[src/rtl/tw_pkg.sv]
package tw_pkg;
    localparam int BYTE_W = 8;
    localparam int DEV_W  = BYTE_W - 2;
    localparam int REG_AW = BYTE_W - 1;

    typedef enum logic [1:0] {
        OP_IDLE   = 2'b00,
        OP_WRPREP = 2'b01,
        OP_RSVD   = 2'b10,
        OP_READ   = 2'b11
    } tw_op_e;
endpackage

[src/rtl/tw_sync.sv]
module tw_sync #(
    parameter int WIDTH  = 3,
    parameter int STAGES = 2
) (
    input  logic             clk,
    input  logic             rst_n,
    input  logic [WIDTH-1:0] async_i,
    output logic [WIDTH-1:0] sync_o
);
    generate
        if (STAGES == 0) begin : g_bypass
            assign sync_o = async_i;
        end else begin : g_chain
            logic [STAGES-1:0][WIDTH-1:0] stg_q;
            always_ff @(posedge clk or negedge rst_n) begin
                if (!rst_n) begin
                    stg_q <= '0;
                end else begin
                    stg_q[0] <= async_i;
                    for (int s = 1; s < STAGES; s++) begin
                        stg_q[s] <= stg_q[s-1];
                    end
                end
            end
            assign sync_o = stg_q[STAGES-1];
        end
    endgenerate
endmodule

[src/rtl/tw_rx.sv]
module tw_rx
    import tw_pkg::*;
(
    input  logic              clk,
    input  logic              rst_n,
    input  logic              sclk_i,
    input  logic              mode_i,
    input  logic              data_i,
    output logic              rise_o,
    output logic              phase_o,
    output logic              mode_o,
    output logic              bvld_o,
    output logic [BYTE_W-1:0] byte_o,
    output logic              bmode_o
);
    localparam int BIT_CW = $clog2(BYTE_W);
    localparam logic [BIT_CW-1:0] LAST_BIT = BIT_CW'(BYTE_W - 1);

    typedef struct packed {
        logic              sclk_prev;
        logic              mode_prev;
        logic [BYTE_W-1:0] shreg;
        logic [BIT_CW-1:0] bitcnt;
        logic              rise;
        logic              phase;
        logic              bvld;
        logic [BYTE_W-1:0] bdata;
        logic              bmode;
    } rx_s;

    rx_s rx_d, rx_q;

    always_comb begin
        rx_d           = rx_q;
        rx_d.rise      = 1'b0;
        rx_d.phase     = 1'b0;
        rx_d.bvld      = 1'b0;
        rx_d.sclk_prev = sclk_i;
        rx_d.mode_prev = mode_i;
        // a mode change restarts the byte before any coincident bit is taken
        if (mode_i != rx_q.mode_prev) begin
            rx_d.phase  = 1'b1;
            rx_d.bitcnt = '0;
            rx_d.shreg  = '0;
        end
        if (sclk_i && !rx_q.sclk_prev) begin
            rx_d.rise  = 1'b1;
            rx_d.shreg = {rx_d.shreg[BYTE_W-2:0], data_i};
            if (rx_d.bitcnt == LAST_BIT) begin
                rx_d.bvld   = 1'b1;
                rx_d.bdata  = rx_d.shreg;
                rx_d.bmode  = mode_i;
                rx_d.bitcnt = '0;
            end else begin
                rx_d.bitcnt = rx_d.bitcnt + 1'b1;
            end
        end
    end

    always_ff @(posedge clk or negedge rst_n) begin
        if (!rst_n) rx_q <= '0;
        else        rx_q <= rx_d;
    end

    assign rise_o  = rx_q.rise;
    assign phase_o = rx_q.phase;
    assign mode_o  = rx_q.mode_prev;
    assign bvld_o  = rx_q.bvld;
    assign byte_o  = rx_q.bdata;
    assign bmode_o = rx_q.bmode;


    byte_on_edge_chk: assert property (@(posedge clk) disable iff (!rst_n)
        rx_q.bvld |-> rx_q.rise);


    phase_restart_chk: assert property (@(posedge clk) disable iff (!rst_n)
        rx_q.phase |-> (rx_q.bitcnt <= BIT_CW'(1)));
endmodule

[src/rtl/tw_ctrl.sv]
module tw_ctrl
    import tw_pkg::*;
#(
    parameter int REG_DW = 16
) (
    input  logic              clk,
    input  logic              rst_n,
    input  logic [DEV_W-1:0]  dev_i,
    input  logic              phase_i,
    input  logic              mode_i,
    input  logic              bvld_i,
    input  logic [BYTE_W-1:0] byte_i,
    input  logic              bmode_i,
    output logic              wr_en_o,
    output logic              rd_en_o,
    output logic [REG_AW-1:0] addr_o,
    output logic [REG_DW-1:0] wdata_o,
    output logic              drive_o
);
    localparam int DATA_BYTES = REG_DW / BYTE_W;
    localparam int CNT_W      = $clog2(DATA_BYTES + 2);
    localparam logic [CNT_W-1:0] CNT_LAST = CNT_W'(DATA_BYTES);
    localparam logic [CNT_W-1:0] CNT_DONE = CNT_W'(DATA_BYTES + 1);

    typedef struct packed {
        logic              sel;
        logic              rd;
        logic              dphase;
        logic [CNT_W-1:0]  cnt;
        logic [REG_AW-1:0] waddr;
        logic [REG_DW-1:0] acc;
        logic [REG_AW-1:0] ptr;
        logic              ptrv;
        logic              wr;
        logic              rde;
        logic [REG_AW-1:0] aout;
        logic [REG_DW-1:0] wdata;
    } ctrl_s;

    ctrl_s ct_d, ct_q;
    tw_op_e op;

    always_comb begin
        op        = tw_op_e'(byte_i[1:0]);
        ct_d      = ct_q;
        ct_d.wr   = 1'b0;
        ct_d.rde  = 1'b0;
        if (bvld_i) begin
            if (!bmode_i) begin
                ct_d.sel = (byte_i[BYTE_W-1 -: DEV_W] == dev_i) &&
                           (op == OP_WRPREP || op == OP_READ);
                ct_d.rd  = (op == OP_READ);
            end else if (ct_q.sel && !ct_q.rd && ct_q.dphase) begin
                if (ct_q.cnt == '0) begin
                    if (byte_i[BYTE_W-1]) begin
                        ct_d.ptr  = byte_i[REG_AW-1:0];
                        ct_d.ptrv = 1'b1;
                        ct_d.cnt  = CNT_DONE;
                    end else begin
                        ct_d.waddr = byte_i[REG_AW-1:0];
                        ct_d.cnt   = CNT_W'(1);
                    end
                end else if (ct_q.cnt != CNT_DONE) begin
                    ct_d.acc = {ct_q.acc[REG_DW-BYTE_W-1:0], byte_i};
                    if (ct_q.cnt == CNT_LAST) begin
                        ct_d.wr    = 1'b1;
                        ct_d.aout  = ct_q.waddr;
                        ct_d.wdata = ct_d.acc;
                    end
                    ct_d.cnt = ct_q.cnt + 1'b1;
                end
            end
        end
        if (phase_i) begin
            ct_d.cnt = '0;
            if (!mode_i) begin
                ct_d.sel    = 1'b0;
                ct_d.dphase = 1'b0;
            end else begin
                ct_d.dphase = 1'b1;
                if (ct_q.sel && ct_q.rd && ct_q.ptrv) begin
                    ct_d.rde  = 1'b1;
                    ct_d.aout = ct_q.ptr;
                end
            end
        end
    end

    always_ff @(posedge clk or negedge rst_n) begin
        if (!rst_n) ct_q <= '0;
        else        ct_q <= ct_d;
    end

    assign wr_en_o = ct_q.wr;
    assign rd_en_o = ct_q.rde;
    assign addr_o  = ct_q.aout;
    assign wdata_o = ct_q.wdata;
    assign drive_o = ct_q.sel && ct_q.rd && ct_q.dphase;


    strobe_excl_chk: assert property (@(posedge clk) disable iff (!rst_n)
        !(ct_q.wr && ct_q.rde));


    write_once_chk: assert property (@(posedge clk) disable iff (!rst_n)
        ct_q.wr |-> (ct_q.cnt == CNT_DONE));


    write_sel_chk: assert property (@(posedge clk) disable iff (!rst_n)
        ct_q.wr |-> (ct_q.sel && !ct_q.rd));


    read_ptr_chk: assert property (@(posedge clk) disable iff (!rst_n)
        ct_q.rde |-> ct_q.ptrv);


    read_pulse_chk: assert property (@(posedge clk) disable iff (!rst_n)
        ct_q.rde |=> !ct_q.rde);
endmodule

[src/rtl/tw_tx.sv]
module tw_tx #(
    parameter int REG_DW = 16
) (
    input  logic              clk,
    input  logic              rst_n,
    input  logic              clr_i,
    input  logic              load_i,
    input  logic [REG_DW-1:0] ldata_i,
    input  logic              shift_i,
    output logic              bit_o
);
    typedef struct packed {
        logic [REG_DW-1:0] sh;
    } tx_s;

    tx_s tx_d, tx_q;

    always_comb begin
        tx_d = tx_q;
        if (clr_i)        tx_d.sh = '0;
        else if (load_i)  tx_d.sh = ldata_i;
        else if (shift_i) tx_d.sh = {tx_q.sh[REG_DW-2:0], 1'b0};
    end

    always_ff @(posedge clk or negedge rst_n) begin
        if (!rst_n) tx_q <= '0;
        else        tx_q <= tx_d;
    end

    assign bit_o = tx_q.sh[REG_DW-1];


    zero_fill_chk: assert property (@(posedge clk) disable iff (!rst_n)
        (shift_i && !load_i && !clr_i) |=> (tx_q.sh[0] == 1'b0));
endmodule

[src/rtl/tw_reg_slave.sv]
module tw_reg_slave
    import tw_pkg::*;
#(
    parameter logic [5:0] DEV_ADDR    = 6'b101100,
    parameter int         REG_DW      = 16,
    parameter int         SYNC_STAGES = 2
) (
    input  logic              clk,
    input  logic              rst_n,
    input  logic              addr_sel,
    input  logic              tw_clk,
    input  logic              tw_mode,
    input  logic              tw_din,
    output logic              tw_dout,
    output logic              tw_doe,
    output logic              reg_wr_en,
    output logic              reg_rd_en,
    output logic [6:0]        reg_addr,
    output logic [REG_DW-1:0] reg_wdata,
    input  logic [REG_DW-1:0] reg_rdata
);
    logic [2:0]        lines_s;
    logic              rise, phase, mode, bvld, bmode;
    logic [BYTE_W-1:0] rx_byte;
    logic [DEV_W-1:0]  dev_eff;

    assign dev_eff = {DEV_ADDR[DEV_W-1:1], addr_sel};

    tw_sync #(.WIDTH(3), .STAGES(SYNC_STAGES)) u_sync (
        .clk     (clk),
        .rst_n   (rst_n),
        .async_i ({tw_clk, tw_mode, tw_din}),
        .sync_o  (lines_s)
    );

    tw_rx u_rx (
        .clk     (clk),
        .rst_n   (rst_n),
        .sclk_i  (lines_s[2]),
        .mode_i  (lines_s[1]),
        .data_i  (lines_s[0]),
        .rise_o  (rise),
        .phase_o (phase),
        .mode_o  (mode),
        .bvld_o  (bvld),
        .byte_o  (rx_byte),
        .bmode_o (bmode)
    );

    tw_ctrl #(.REG_DW(REG_DW)) u_ctrl (
        .clk     (clk),
        .rst_n   (rst_n),
        .dev_i   (dev_eff),
        .phase_i (phase),
        .mode_i  (mode),
        .bvld_i  (bvld),
        .byte_i  (rx_byte),
        .bmode_i (bmode),
        .wr_en_o (reg_wr_en),
        .rd_en_o (reg_rd_en),
        .addr_o  (reg_addr),
        .wdata_o (reg_wdata),
        .drive_o (tw_doe)
    );

    tw_tx #(.REG_DW(REG_DW)) u_tx (
        .clk     (clk),
        .rst_n   (rst_n),
        .clr_i   (phase && mode),
        .load_i  (reg_rd_en),
        .ldata_i (reg_rdata),
        .shift_i (rise && mode),
        .bit_o   (tw_dout)
    );


    drive_mode_chk: assert property (@(posedge clk) disable iff (!rst_n)
        tw_doe |-> $past(mode));
endmodule

[config.mk]
export PLATFORM = sky130hd
export DESIGN_NAME = tw_reg_slave
export DESIGN_NICKNAME = d
export VERILOG_FILES = /design/src/rtl/tw_pkg.sv /design/src/rtl/tw_sync.sv /design/src/rtl/tw_rx.sv /design/src/rtl/tw_ctrl.sv /design/src/rtl/tw_tx.sv /design/src/rtl/tw_reg_slave.sv
export SDC_FILE = /design/constraint.sdc
export NUM_CORES = 1
export LEC_CHECK = 0
export BUFFER_PORTS_ARGS = -buffer_cell sky130_fd_sc_hd__clkbuf_2
export CORE_MARGIN = 1.5
export CORE_UTILIZATION = 50
export CTS_CLUSTER_SIZE = 12
export DETAILED_ROUTE_END_ITERATION = 8
export PLACE_DENSITY = 0.73
export SYNTH_ARGS = -nofsm -noshare
export SYNTH_HDL_FRONTEND = slang
export SYNTH_SLANG_ARGS = --single-unit
[constraint.sdc]
create_clock -name clk -period 4 [get_ports clk]
set_input_delay 0.2 -clock clk [delete_from_list [all_inputs] [get_ports clk]]
set_output_delay 0.2 -clock clk [all_outputs]
set_load 0.02 [all_outputs]
==> reports/metrics.cfg <==
[yosys]
yosys_warnings = 0
synth_enable_flop_cells = 0
synth_top_area_cell = dfrtp_1
synth_fp_nets = 372
synth_top_family_by_area = multiplexers
synth_xor_area_share_pct = 0.599
synthCells = 344
async_flop_share_pct = 100
netlist_area_um2 = 4390
ys_ff_latch = 99
synth_top_flop_cell = dfrtp_1
yosys.area_share.simple_pct = 11.0
syn_area_per_cell_um2 = 12.8
yosys.area.top_type_share_pct = 56.5
ys_types = 43
netlist_top_cells_area = dfrtp_1 56%, mux2_2 12%, buf_4 3.9%, mux2i_1 3.6%, mux2_4 3.4%
synthMuxAreaShare_pct = 18.9
synth_fa_ha_area_share_pct = 1.71
ys_seq_area_share_pct = 56.5
synth_compound_area_share_pct = 5.10

[global_routing]
busiest_layer = met2
grtUsageTotal_pct = 17.1
grtUsageMet2_pct = 27.2
overflow = 0
grt_max_degree = 66
gr-usage-met3_pct = 3.54
gr-usage-met1_pct = 23.1
antenna_found_initial = 0
grt_pass1_vias = 2594
grt_pass1_wl_mm = 12.8

[sta]
clock_skew_ns = 0.0152
tightest_slew_ns = 1.07
setup-tns-final_ns = 0
max_freq_mhz = 435
rsz0062_at_grt = false
fin_crit_ns = 2.30
whs_ns = 0.103
maxSlewHeadroom_pct = 27.5
slew_violations = 0
period_share_pct = 57.5
finalHoldViolCount = 0
finalSetupViolations = 0

[detailed_routing]
drc_errors = 0
ant_nets = 0
first_iter_violations = 220
first_pass_iters = 5
drt-total-wl_mm = 7.55
vias = 2621
vias_per_cell = 5.44
wl_per_cell_um = 15.7

[worst_setup_path]
worstPathRequired_ns = 4.29
startpoint_type = register
criticalPathCategory = reg2reg
cp-startpoint = u_rx.mode_o$_DFF_PN0_
r2r-start = u_rx.mode_o$_DFF_PN0_
critPathArrivalTime_ns = 2.60
crit_fanout = 12
crit_path_end_kind = register

[layout]
antenna_cells = 0
fillers = 694
syn2layout_area_growth_pct = 7.98
multi_input_area_um2 = 1640
drive_gt1_share_pct = 33.7
nNetsFinal = 401
fin_cells = 482
register_area_um2 = 2480
utilization_pct = 56.8

[floorplanning]
placeableCoreArea_um2 = 8340
initial_utilization_pct = 52.6
ios = 49
dieHeight_um = 96.7
rows = 33
dieArea_um2 = 9350
dieWidth_um = 96.7

[hold_path]
hp-start = reg_rdata[0]
hp-class = in2reg

[power]
p_leak_nw = 2.41
power_density_nw_per_um2 = 347
ir_worst_vdd_uv = 210
power_mw = 1.64

[clock_network]
h-tree-depth = 3
cts_buffer_depth = 2
insertion_delay_ns = 0.36
cts_made_buffers = 9
path_clk_slew_ns = 0.09
root_buffer = clkbuf_8
cts_tree = done
cts.sinks = 99
cts_setup_buffers = 0

[status]
status = finished, final reports clean

[place]
gp_congestion = 0.750
place_hpwl_mm = 5.30
io_buffers = 48
dp.cells = 463

[job]
max_cap_violations = 0

[cell type report]
type / count / share of cell area, %
clock inverters: 6 / 0.871
repair buffers: 54 / 6.28
multi-input cells: 201 / 34.5
flip-flops and latches: 99 / 52.3
well taps: 105 / 2.77
inverters: 8 / 0.634
clock buffers: 9 / 2.61
[power breakdown]
part           internal [mW]  switching [mW]
Sequential              1.01         0.00796
Combinational         0.0229          0.0422
Clock                  0.224           0.335
[final timing paths]
kind | end | slack, ns | depth (start not counted)
min reg2reg | u_sync.sync_o[1]$_DFF_PN0_ | 0.36 | 0
max reg2reg | u_rx.byte_o[3]$_DFFE_PN0P_ | 1.70 | 7
min | u_tx.tx_q[0]$_DFFE_PN0P_ | 0.10 | 2
min in group asynchronous | u_ctrl.wdata_o[11]$_DFFE_PN0P_ | 0.46 | 2
max in group asynchronous | u_ctrl.addr_o[2]$_DFF_PN0_ | 2.57 | 3
max | u_rx.byte_o[3]$_DFFE_PN0P_ | 1.70 | 7
[layer usage]
layer	wire length (um)	vias to the layer above
li1	-	1254
met1	3470	1306
met2	3740	49
met3	241	12
met4	100	0
met5	0	-
[timing repair]
| item | CTS | global route |
|---|---|---|
| resized for setup | 0 | 0 |
| endpoints found under the hold margin | 67 | 0 |
| hold buffers | 4 | 0 |
[per-stage QoR]
| step | cell area, um^2 | worst slack [ns] |
|---|---|---|
| floorplan | 4390 | 1.99 |
| global placement | 4530 | 1.86 |
| detailed placement | 4530 | 1.69 |
| CTS | 4740 | 1.68 |
| global route | 4740 | 1.40 |
| finish | 4740 | 1.70 |
[placed cells by master, fill, tap and decap left out, types with 5 or more instances in the layout]
cell	n
a21oi_1	7
a22o_1	6
a31oi_1	9
clkbuf_2	47
clkbuf_8	9
dfrtp_1	99
ha_1	6
inv_1	5
mux2_2	46
mux2_4	10
mux2i_1	16
nand2_1	21
nand3_1	7
nor2_1	17
nor3_1	8
o21ai_0	11
[Yosys cell counts, types with 7 or more instances]
| cell | number |
|---|---|
| mux2i_1 | 16 |
| nand2_1 | 21 |
| buf_4 | 23 |
| nor3_1 | 8 |
| nor2_1 | 17 |
| mux2_4 | 10 |
| dfrtp_1 | 99 |
| nand3_1 | 7 |
| a31oi_1 | 9 |
| mux2_2 | 46 |
| a21oi_1 | 7 |
| o21ai_0 | 11 |
[critical path, stage by stage (launching register included)]
cell and delay [ns]:
dfrtp_1 0.45, xnor2_1 0.32, and2_1 0.22, ha_1 0.15, ha_1 0.16, nand3b_1 0.33
nor2_1 0.42, a22o_1 0.19
[registers in the layout, indices dropped and copies added, names as in the netlist]
register              flops
u_tx.tx_q                16
u_ctrl.ct_q              28
u_rx.rx_q                11
u_sync.g_chain.stg_q      3
u_ctrl.rd_en_o            1
u_sync.sync_o             3
u_ctrl.wr_en_o            1
u_rx.bvld_o               1
u_rx.byte_o               8
u_rx.bmode_o              1
u_ctrl.wdata_o           16
u_rx.phase_o              1
u_rx.mode_o               1
u_ctrl.addr_o             7
u_rx.rise_o               1
[kinds of logic after synthesis]
family | Yosys count
flip-flops | 99
AND/OR/NAND/NOR | 84
multiplexers | 72
AO/OA/AOI/OAI | 36
adder cells (fa/ha/maj) | 6
XOR/XNOR | 3
buffers and inverters | 44
No activity file was read; power rests on OpenSTA's default activity.
